<file path="config.mk">
export PLATFORM = sky130hd
export DESIGN_NAME = cascade_cmp
export DESIGN_NICKNAME = d
export VERILOG_FILES = /design/src/rtl/cmp_pkg.sv /design/src/rtl/cmp_slice.sv /design/src/rtl/cmp_chain.sv /design/src/rtl/cmp_sign_fix.sv /design/src/rtl/max_sel.sv /design/src/rtl/cascade_cmp.sv
export SDC_FILE = /design/constraint.sdc
export NUM_CORES = 1
export LEC_CHECK = 0
export ABC_AREA = 0
export BUFFER_PORTS_ARGS = -buffer_cell sky130_fd_sc_hd__buf_2
export CORE_MARGIN = 5
export CORE_UTILIZATION = 39
export DETAILED_ROUTE_END_ITERATION = 7
export PLACE_DENSITY_LB_ADDON = 0.3
export SLEW_MARGIN = 20
export SYNTH_ARGS = -nofsm -noshare
export SYNTH_HDL_FRONTEND = slang
export SYNTH_SLANG_ARGS = --single-unit
</file>
<file path="constraint.sdc">
create_clock -name vclk -period 7.4
set_clock_uncertainty 0.2 [all_clocks]
set_input_delay 0.74 -clock vclk [all_inputs]
set_output_delay 0.74 -clock vclk [all_outputs]
set_load 0.1 [all_outputs]
</file>
<file path="src/rtl/cmp_pkg.sv">
package cmp_pkg;

    localparam int unsigned NIB_W = 4;

    typedef struct packed {
        logic lt;
        logic eq;
        logic gt;
    } cmp_res_t;

    localparam cmp_res_t RES_LT = '{lt: 1'b1, eq: 1'b0, gt: 1'b0};
    localparam cmp_res_t RES_EQ = '{lt: 1'b0, eq: 1'b1, gt: 1'b0};
    localparam cmp_res_t RES_GT = '{lt: 1'b0, eq: 1'b0, gt: 1'b1};

    function automatic logic res_valid(input cmp_res_t r);
        return (r.lt + r.eq + r.gt) == 2'd1;
    endfunction

endpackage

</file>
<file path="src/rtl/cmp_slice.sv">
module cmp_slice
    import cmp_pkg::*;
#(
    parameter int unsigned W = NIB_W
) (
    input  logic [W-1:0] a_i,
    input  logic [W-1:0] b_i,
    input  cmp_res_t     casc_i,
    output cmp_res_t     res_o
);

    logic [W-1:0] bit_same;
    logic         nib_same;
    logic         above;
    logic         below;
    logic         upper_same;

    // Per-bit equality via XNOR; the whole nibble matches when all bits do.
    assign bit_same = ~(a_i ^ b_i);
    assign nib_same = &bit_same;

    // Scan from the top bit down; a bit pair only decides while all bits above it match.
    always_comb begin
        above      = 1'b0;
        below      = 1'b0;
        upper_same = 1'b1;
        for (int i = W - 1; i >= 0; i--) begin
            above      = above | (upper_same & a_i[i] & ~b_i[i]);
            below      = below | (upper_same & ~a_i[i] & b_i[i]);
            upper_same = upper_same & bit_same[i];
        end
    end

    always_comb begin
        if (above)      res_o = RES_GT;
        else if (below) res_o = RES_LT;
        else            res_o = casc_i;
    end

    // a matching nibble forwards the lower decision untouched.
    always_comb begin
        if (nib_same) begin
            a_r5_slice_passthrough: assert (res_o == casc_i);
        end else begin
            a_r5_slice_decides: assert (res_o.eq == 1'b0 && res_valid(res_o));
        end
    end

endmodule

</file>
<file path="src/rtl/cmp_chain.sv">
module cmp_chain
    import cmp_pkg::*;
#(
    parameter int unsigned DATA_W  = 16,
    parameter int unsigned SLICE_W = NIB_W
) (
    input  logic [DATA_W-1:0] a_i,
    input  logic [DATA_W-1:0] b_i,
    output cmp_res_t          res_o
);

    localparam int unsigned N_SLICES = DATA_W / SLICE_W;

    // casc[k] feeds slice k from below; casc[N_SLICES] is the chain result.
    cmp_res_t casc [N_SLICES+1];

    assign casc[0] = RES_EQ;

    for (genvar g = 0; g < N_SLICES; g++) begin : g_slice
        cmp_slice #(.W(SLICE_W)) u_slice (
            .a_i    (a_i[g*SLICE_W +: SLICE_W]),
            .b_i    (b_i[g*SLICE_W +: SLICE_W]),
            .casc_i (casc[g]),
            .res_o  (casc[g+1])
        );
    end

    assign res_o = casc[N_SLICES];

endmodule

</file>
<file path="src/rtl/cmp_sign_fix.sv">
module cmp_sign_fix #(
    parameter int unsigned DATA_W = 16
) (
    input  logic [DATA_W-1:0] a_i,
    input  logic [DATA_W-1:0] b_i,
    input  logic              signed_mode_i,
    output logic [DATA_W-1:0] a_o,
    output logic [DATA_W-1:0] b_o
);

    localparam int unsigned MSB = DATA_W - 1;

    // Flipping the sign bit maps two's-complement order onto unsigned order.
    assign a_o = {a_i[MSB] ^ signed_mode_i, a_i[MSB-1:0]};
    assign b_o = {b_i[MSB] ^ signed_mode_i, b_i[MSB-1:0]};

endmodule

</file>
<file path="src/rtl/max_sel.sv">
module max_sel
    import cmp_pkg::*;
#(
    parameter int unsigned DATA_W = 16
) (
    input  logic [DATA_W-1:0] a_i,
    input  logic [DATA_W-1:0] b_i,
    input  cmp_res_t          res_i,
    output logic [DATA_W-1:0] max_o
);

    // B is chosen only when A is strictly smaller; ties return A.
    assign max_o = res_i.lt ? b_i : a_i;

endmodule

</file>
<file path="src/rtl/cascade_cmp.sv">
module cascade_cmp
    import cmp_pkg::*;
#(
    parameter int unsigned DATA_W  = 16,
    parameter int unsigned SLICE_W = NIB_W
) (
    input  logic [DATA_W-1:0] a_i,
    input  logic [DATA_W-1:0] b_i,
    input  logic              signed_mode_i,
    output logic              lt_o,
    output logic              eq_o,
    output logic              gt_o,
    output logic [DATA_W-1:0] max_o
);

    logic [DATA_W-1:0] a_adj;
    logic [DATA_W-1:0] b_adj;
    cmp_res_t          res;

    cmp_sign_fix #(.DATA_W(DATA_W)) u_sign_fix (
        .a_i           (a_i),
        .b_i           (b_i),
        .signed_mode_i (signed_mode_i),
        .a_o           (a_adj),
        .b_o           (b_adj)
    );

    cmp_chain #(.DATA_W(DATA_W), .SLICE_W(SLICE_W)) u_chain (
        .a_i   (a_adj),
        .b_i   (b_adj),
        .res_o (res)
    );

    max_sel #(.DATA_W(DATA_W)) u_max (
        .a_i   (a_i),
        .b_i   (b_i),
        .res_i (res),
        .max_o (max_o)
    );

    assign lt_o = res.lt;
    assign eq_o = res.eq;
    assign gt_o = res.gt;

    always_comb begin
        a_r3_one_hot: assert ($onehot({lt_o, eq_o, gt_o}));
        a_r4_max_is_operand: assert (max_o == a_i || max_o == b_i);
        a_r6_eq_tracks_identity: assert (eq_o == (a_i == b_i));
        if (signed_mode_i) begin
            a_r2_signed_order: assert (gt_o == ($signed(a_i) > $signed(b_i))
                                       && lt_o == ($signed(a_i) < $signed(b_i)));
        end else begin
            a_r1_unsigned_order: assert (gt_o == (a_i > b_i) && lt_o == (a_i < b_i));
        end
    end

endmodule

</file>
# Yosys cells after proc, flatten, opt, wreduce, memory -nomap -nowiden
# Index checks and enable logic that the tools add are counted.
[op_classes] mux=9 bitwise_logic=130
[ops] cell="1-bit AND" count=64
[ops] cell="1-bit NOT" count=32
[ops] cell="3-bit 2-to-1 mux" count=8
[ops] cell="1-bit bitwise OR" count=24
[ops] cell="16-bit 2-to-1 mux" count=1
[ops] cell="4-bit NOT" count=4
[ops] cell="4-bit XOR" count=4
[ops] cell="1-bit XOR" count=2
[totals] ff_bits=0 input_bits=33 wordCells=139

# Depth between registers and ports, before layout
[depth] depth_word=16 mapped_depth=9

# Modules after synthesis
# From an unflattened synthesis, not the netlist that was laid out.
[unflattened] cells_unflattened=170 hier_area_um2=1437.6
[by_module_without_submodules] mod="cmp_slice (u_chain.g_slice[2].u_slice ...)" instances=2 cells_each=33 area_each_um2=254.0 seq_area_each_um2=0.0
[by_module_without_submodules] mod="cmp_slice (u_chain.g_slice[0].u_slice ...)" instances=2 cells_each=26 area_each_um2=215.2 seq_area_each_um2=0.0
[by_module_without_submodules] mod="max_sel" instances=1 cells_each=18 area_each_um2=249.0 seq_area_each_um2=0.0
[by_module_without_submodules] mod="cmp_sign_fix" instances=1 cells_each=32 area_each_um2=242.7 seq_area_each_um2=0.0
[by_module_without_submodules] mod="cmp_chain" instances=1 cells_each=2 area_each_um2=7.5 seq_area_each_um2=0.0

# Worst setup path after synthesis
# OpenSTA, ideal clock, no wires.
[synth_path] path_kind="input port to output port" startpoint="input b_i[15]" endpoint="output max_o[11]" t_arrival_ns=4.218 required_time_ns=6.460 slack_ns=2.242 cell_stages=9 cell_sequence="xor2_1 -> inv_1 -> ha_1 -> o221ai_1 -> o21ai_0 -> o21bai_1 -> a311oi_4 -> buf_6 -> mux2i_1"
[synth_between] elab_chain_cells=11
[synth_lines] item="start: declaration" line="cascade_cmp.sv:8" source="input logic [DATA_W-1:0] b_i,"
[synth_lines] item="1-bit XOR *" line="cmp_sign_fix.sv:15" source="assign b_o = {b_i[MSB] ^ signed_mode_i, b_i[MSB-1:0]};"
[synth_lines] item="4-bit XOR" line="cmp_slice.sv:19" source="assign bit_same = ~(a_i ^ b_i);"
[synth_lines] item="4-bit NOT" line="cmp_slice.sv:19"
[synth_lines] item="1-bit AND (on tied branches) (2 in a row)" line="cmp_slice.sv:29, cmp_slice.sv:30"
[synth_lines] item="1-bit bitwise OR / 1-bit AND (equally long branches) (2 in a row)" line="cmp_slice.sv:29" source="below = below | (upper_same & ~a_i[i] & b_i[i]);"
[synth_lines] item="1-bit bitwise OR" line="cmp_slice.sv:29"
[synth_lines] item="3-bit 2-to-1 mux" line="cmp_slice.sv:36" source="else if (below) res_o = RES_LT;"
[synth_lines] item="3-bit 2-to-1 mux *" line="cmp_slice.sv:35" source="if (above) res_o = RES_GT;"
[synth_lines] item="net lt_o" line="cascade_cmp.sv:10" source="output logic lt_o,"
[synth_lines] item="16-bit 2-to-1 mux *" line="max_sel.sv:13" source="assign max_o = res_i.lt ? b_i : a_i;"
[synth_lines] item="end: declaration" line="cascade_cmp.sv:13" source="output logic [DATA_W-1:0] max_o"
# The timed path passes the listed nets; every way through them passes the cells marked *.

# Worst setup path after layout
[layout_path] startpoint="input b_i[15]" endpoint="output max_o[11]"
[layout_between] elab_chain_cells=11
[layout_lines] item="1-bit XOR *" line="cmp_sign_fix.sv:15"
[layout_lines] item="4-bit XOR" line="cmp_slice.sv:19"
[layout_lines] item="4-bit NOT" line="cmp_slice.sv:19"
[layout_lines] item="1-bit AND (on tied branches) (2 in a row)" line="cmp_slice.sv:29, cmp_slice.sv:30"
[layout_lines] item="1-bit bitwise OR / 1-bit AND (equally long branches) (2 in a row)" line="cmp_slice.sv:29"
[layout_lines] item="1-bit bitwise OR" line="cmp_slice.sv:29"
[layout_lines] item="3-bit 2-to-1 mux" line="cmp_slice.sv:36"
[layout_lines] item="3-bit 2-to-1 mux *" line="cmp_slice.sv:35"
[layout_lines] item="16-bit 2-to-1 mux *" line="max_sel.sv:13"
# Every way passes the cells marked *; elsewhere a longest branch is shown, timed or not.

==> metrics.csv <==
stage,metric,value,unit
sta,fin_setup_tns,0,ns
drt,met3WireLength,201,µm
floorplanning,initial_core_util,40.9,%
place,place_ws,2.74,ns
logic_synthesis,synthDistinctLibCells,31,
sta,fin_crit_sh,62.9,%
final_layout,register_area,0,µm²
logic_synthesis,netlist_area,795,µm²
drt,drc,0,
drt,drt-initial-drc-count,9,
drt,met1_length,824,µm
final_layout,drive_gt1_share,46.3,%
setup_path,path_max_fanout,17,
sta,worst_pin_slew,1.08,ns
final_layout,num-nets-final,192,
floorplanning,dieArea,3040,µm²
final_layout,design_area,1080,µm²
floorplanning,row_count,16,
drt,drtAntennaViolNets,0,
sta,grt_setup_unrepaired,no,
setup_path,max_stage_delay,0.90,ns
setup_path,cp_data_required_time,6.46,ns
logic_synthesis,netlist.area_leader.share,12.6,%
setup_path,crit_family,compound AO/OA/AOI/OAI gates,
drt,wl,1970,µm
place,port_buffers,52,
cts,cts-resized-gates,0,
setup_path,end_kind,output port,
logic_synthesis,synthTopCellsByArea,"ha_1, mux2_2, mux2i_1, inv_1, nor2b_1",
setup_path,critPathLaunchType,primary input,
final_layout,syn2layout_area_growth,35.6,%
floorplanning,chipHeight,55.1,µm
sta,fmax,0.215,GHz
logic_synthesis,yosysTopAreaCell,ha_1,
status,run_status,completed,
pwr,power.total,0.258,mW
drt,met2_length,946,µm
floorplanning,die_w,55.1,µm
sta,finalSetupViolCount,0,
setup_path,path_buf_inv,3,
place,dpl_cell_area,1080,µm²
logic_synthesis,avgSynthCellArea,8.11,µm²
logic_synthesis,synthCells,98,
setup_path,path_class,in -> out,
sta,setup_ws,2.74,ns
worst_hold_path,hold_path_startpoint,b_i[7],
worst_hold_path,hp-class,in -> out,
final_layout,fillers,203,
sta,min_period,4.66,ns
drt,first_pass_iters,2,
setup_path,cp.arrival,3.72,ns
flow_run,maxCapViolCount,0,
drt,top_layer,met3,
sta,slew_headroom,28.2,%
sta,final_max_slew_viol_count,0,
logic_synthesis,synth.net_count,139,
setup_path,crit_slowest_cell,a311oi_4,
sta,hold_viol,0,
place,dpl.cell_count,176,
cts,cts_setup_buffers,0,
global_routing,antenna_found_initial,0,
worst_hold_path,whs_path_depth,4,
pwr,p_per_area,240,nW/µm²
setup_path,crit_top_cell,buf_2,
cts,hold_buffers,0,
logic_synthesis,synth.top_cells.by_count,"inv_1, ha_1, nor2b_1, mux2_2",
logic_synthesis,ys_warn_count,0,
logic_synthesis,yosysMostFrequentCell,inv_1,
drt,wl_per_cell,11.2,µm
floorplanning,ioPinCount,52,
global_routing,overflow,0,
final_layout,diodes,0,
pwr,p_leak,0.571,nW
logic_synthesis,ys_seq_area_share,0,%
setup_path,crit_chain,buf_2 -> xor2_1 -> inv_1 -> ha_1 -> o221ai_1 -> o21ai_0 -> o21bai_1 -> a311oi_4 -> mux2i_1 -> buf_2,
final_layout,numSequentialCells,0,
drt,vias_per_cell,4.93,
place,routabilityCongestion,0.691,
pwr,max-vdd-ir-drop,0.146,mV
global_routing,grt_pass1_vias,790,
final_layout,stdcell_count,176,
final_layout,clockBufferCount,0,
drt,dr_total_vias,867,
global_routing,grtUsageTotal,13.0,%
floorplanning,core-area,1940,µm²
global_routing,grt_max_degree,18,
place,hpwlAfterDp,1690,µm
global_routing,grt_pass1_wl,3150,µm
worst_hold_path,min_to,max_o[7],
power breakdown:
part	total, mW	switching, mW	internal [mW]
Clock	0	0	0
Combinational	0.258	0.199	0.0593
Sequential	0	0	0
cells in the final DEF, fill, tap and decap left out, types with 2 or more instances in the layout:
cell type / instances
buf_2: 52
inv_1: 16
nor2b_1: 8
ha_1: 8
mux2_2: 7
nand2b_1: 6
a21oi_1: 6
mux2i_1: 6
nor2_1: 3
o21ai_0: 3
xor2_1: 3
nand2_1: 3
mux2_4: 3
a21boi_0: 2
o221ai_1: 2
a31oi_1: 2
maj3_2: 2
a221oi_1: 2
o21bai_1: 2
a21o_1: 2
layer usage:
metal / GRT usage [%] / vias up
li1: - / 457
met1: 17.5 / 378
met2: 23.8 / 32
met3: 0.804 / 0
met4: 0 / 0
met5: 0 / -
cell families (layout without fill, tap and decap cells):
family	after synthesis	after routing	synth area share, %
mux	16	16	23.2
simple gates	24	24	19.1
fa+ha+maj	11	11	16.7
xor+xnor	3	3	3.31
compound gates	27	27	28.8
buf+inv	17	68	8.98
worst max-delay path by stage:
| stage | slack, ns | end | cells after the start | startpoint |
|---|---|---|---|---|
| floorplan | 2.24 | max_o[11] | 9 | b_i[15] |
| detailed placement | 2.74 | max_o[11] | 10 | b_i[15] |
| global route | 2.50 | max_o[8] | 10 | b_i[15] |
| finish | 2.74 | max_o[11] | 10 | b_i[15] |
| global placement | 2.84 | max_o[11] | 10 | b_i[15] |
| CTS | 2.73 | max_o[11] | 10 | b_i[15] |
stage by stage:
step	hold slack [ns]	utilization (%)
6_report	1.80	55.5
5_1_grt	1.83	55.5
4_1_cts	1.80	55.5
3_5_place_dp	1.80	55.5
3_3_place_gp	1.79	55.5
2_1_floorplan	1.60	-
final cells by class:
| type | count | area (µm²) | area share (%) |
|---|---|---|---|
| inverter | 16 | 60.1 | 5.57 |
| multi-input combinational | 81 | 723 | 67.1 |
| tap | 27 | 33.8 | 3.14 |
| timing repair buffer | 52 | 260 | 24.2 |
(Power assumes the default switching activity.)
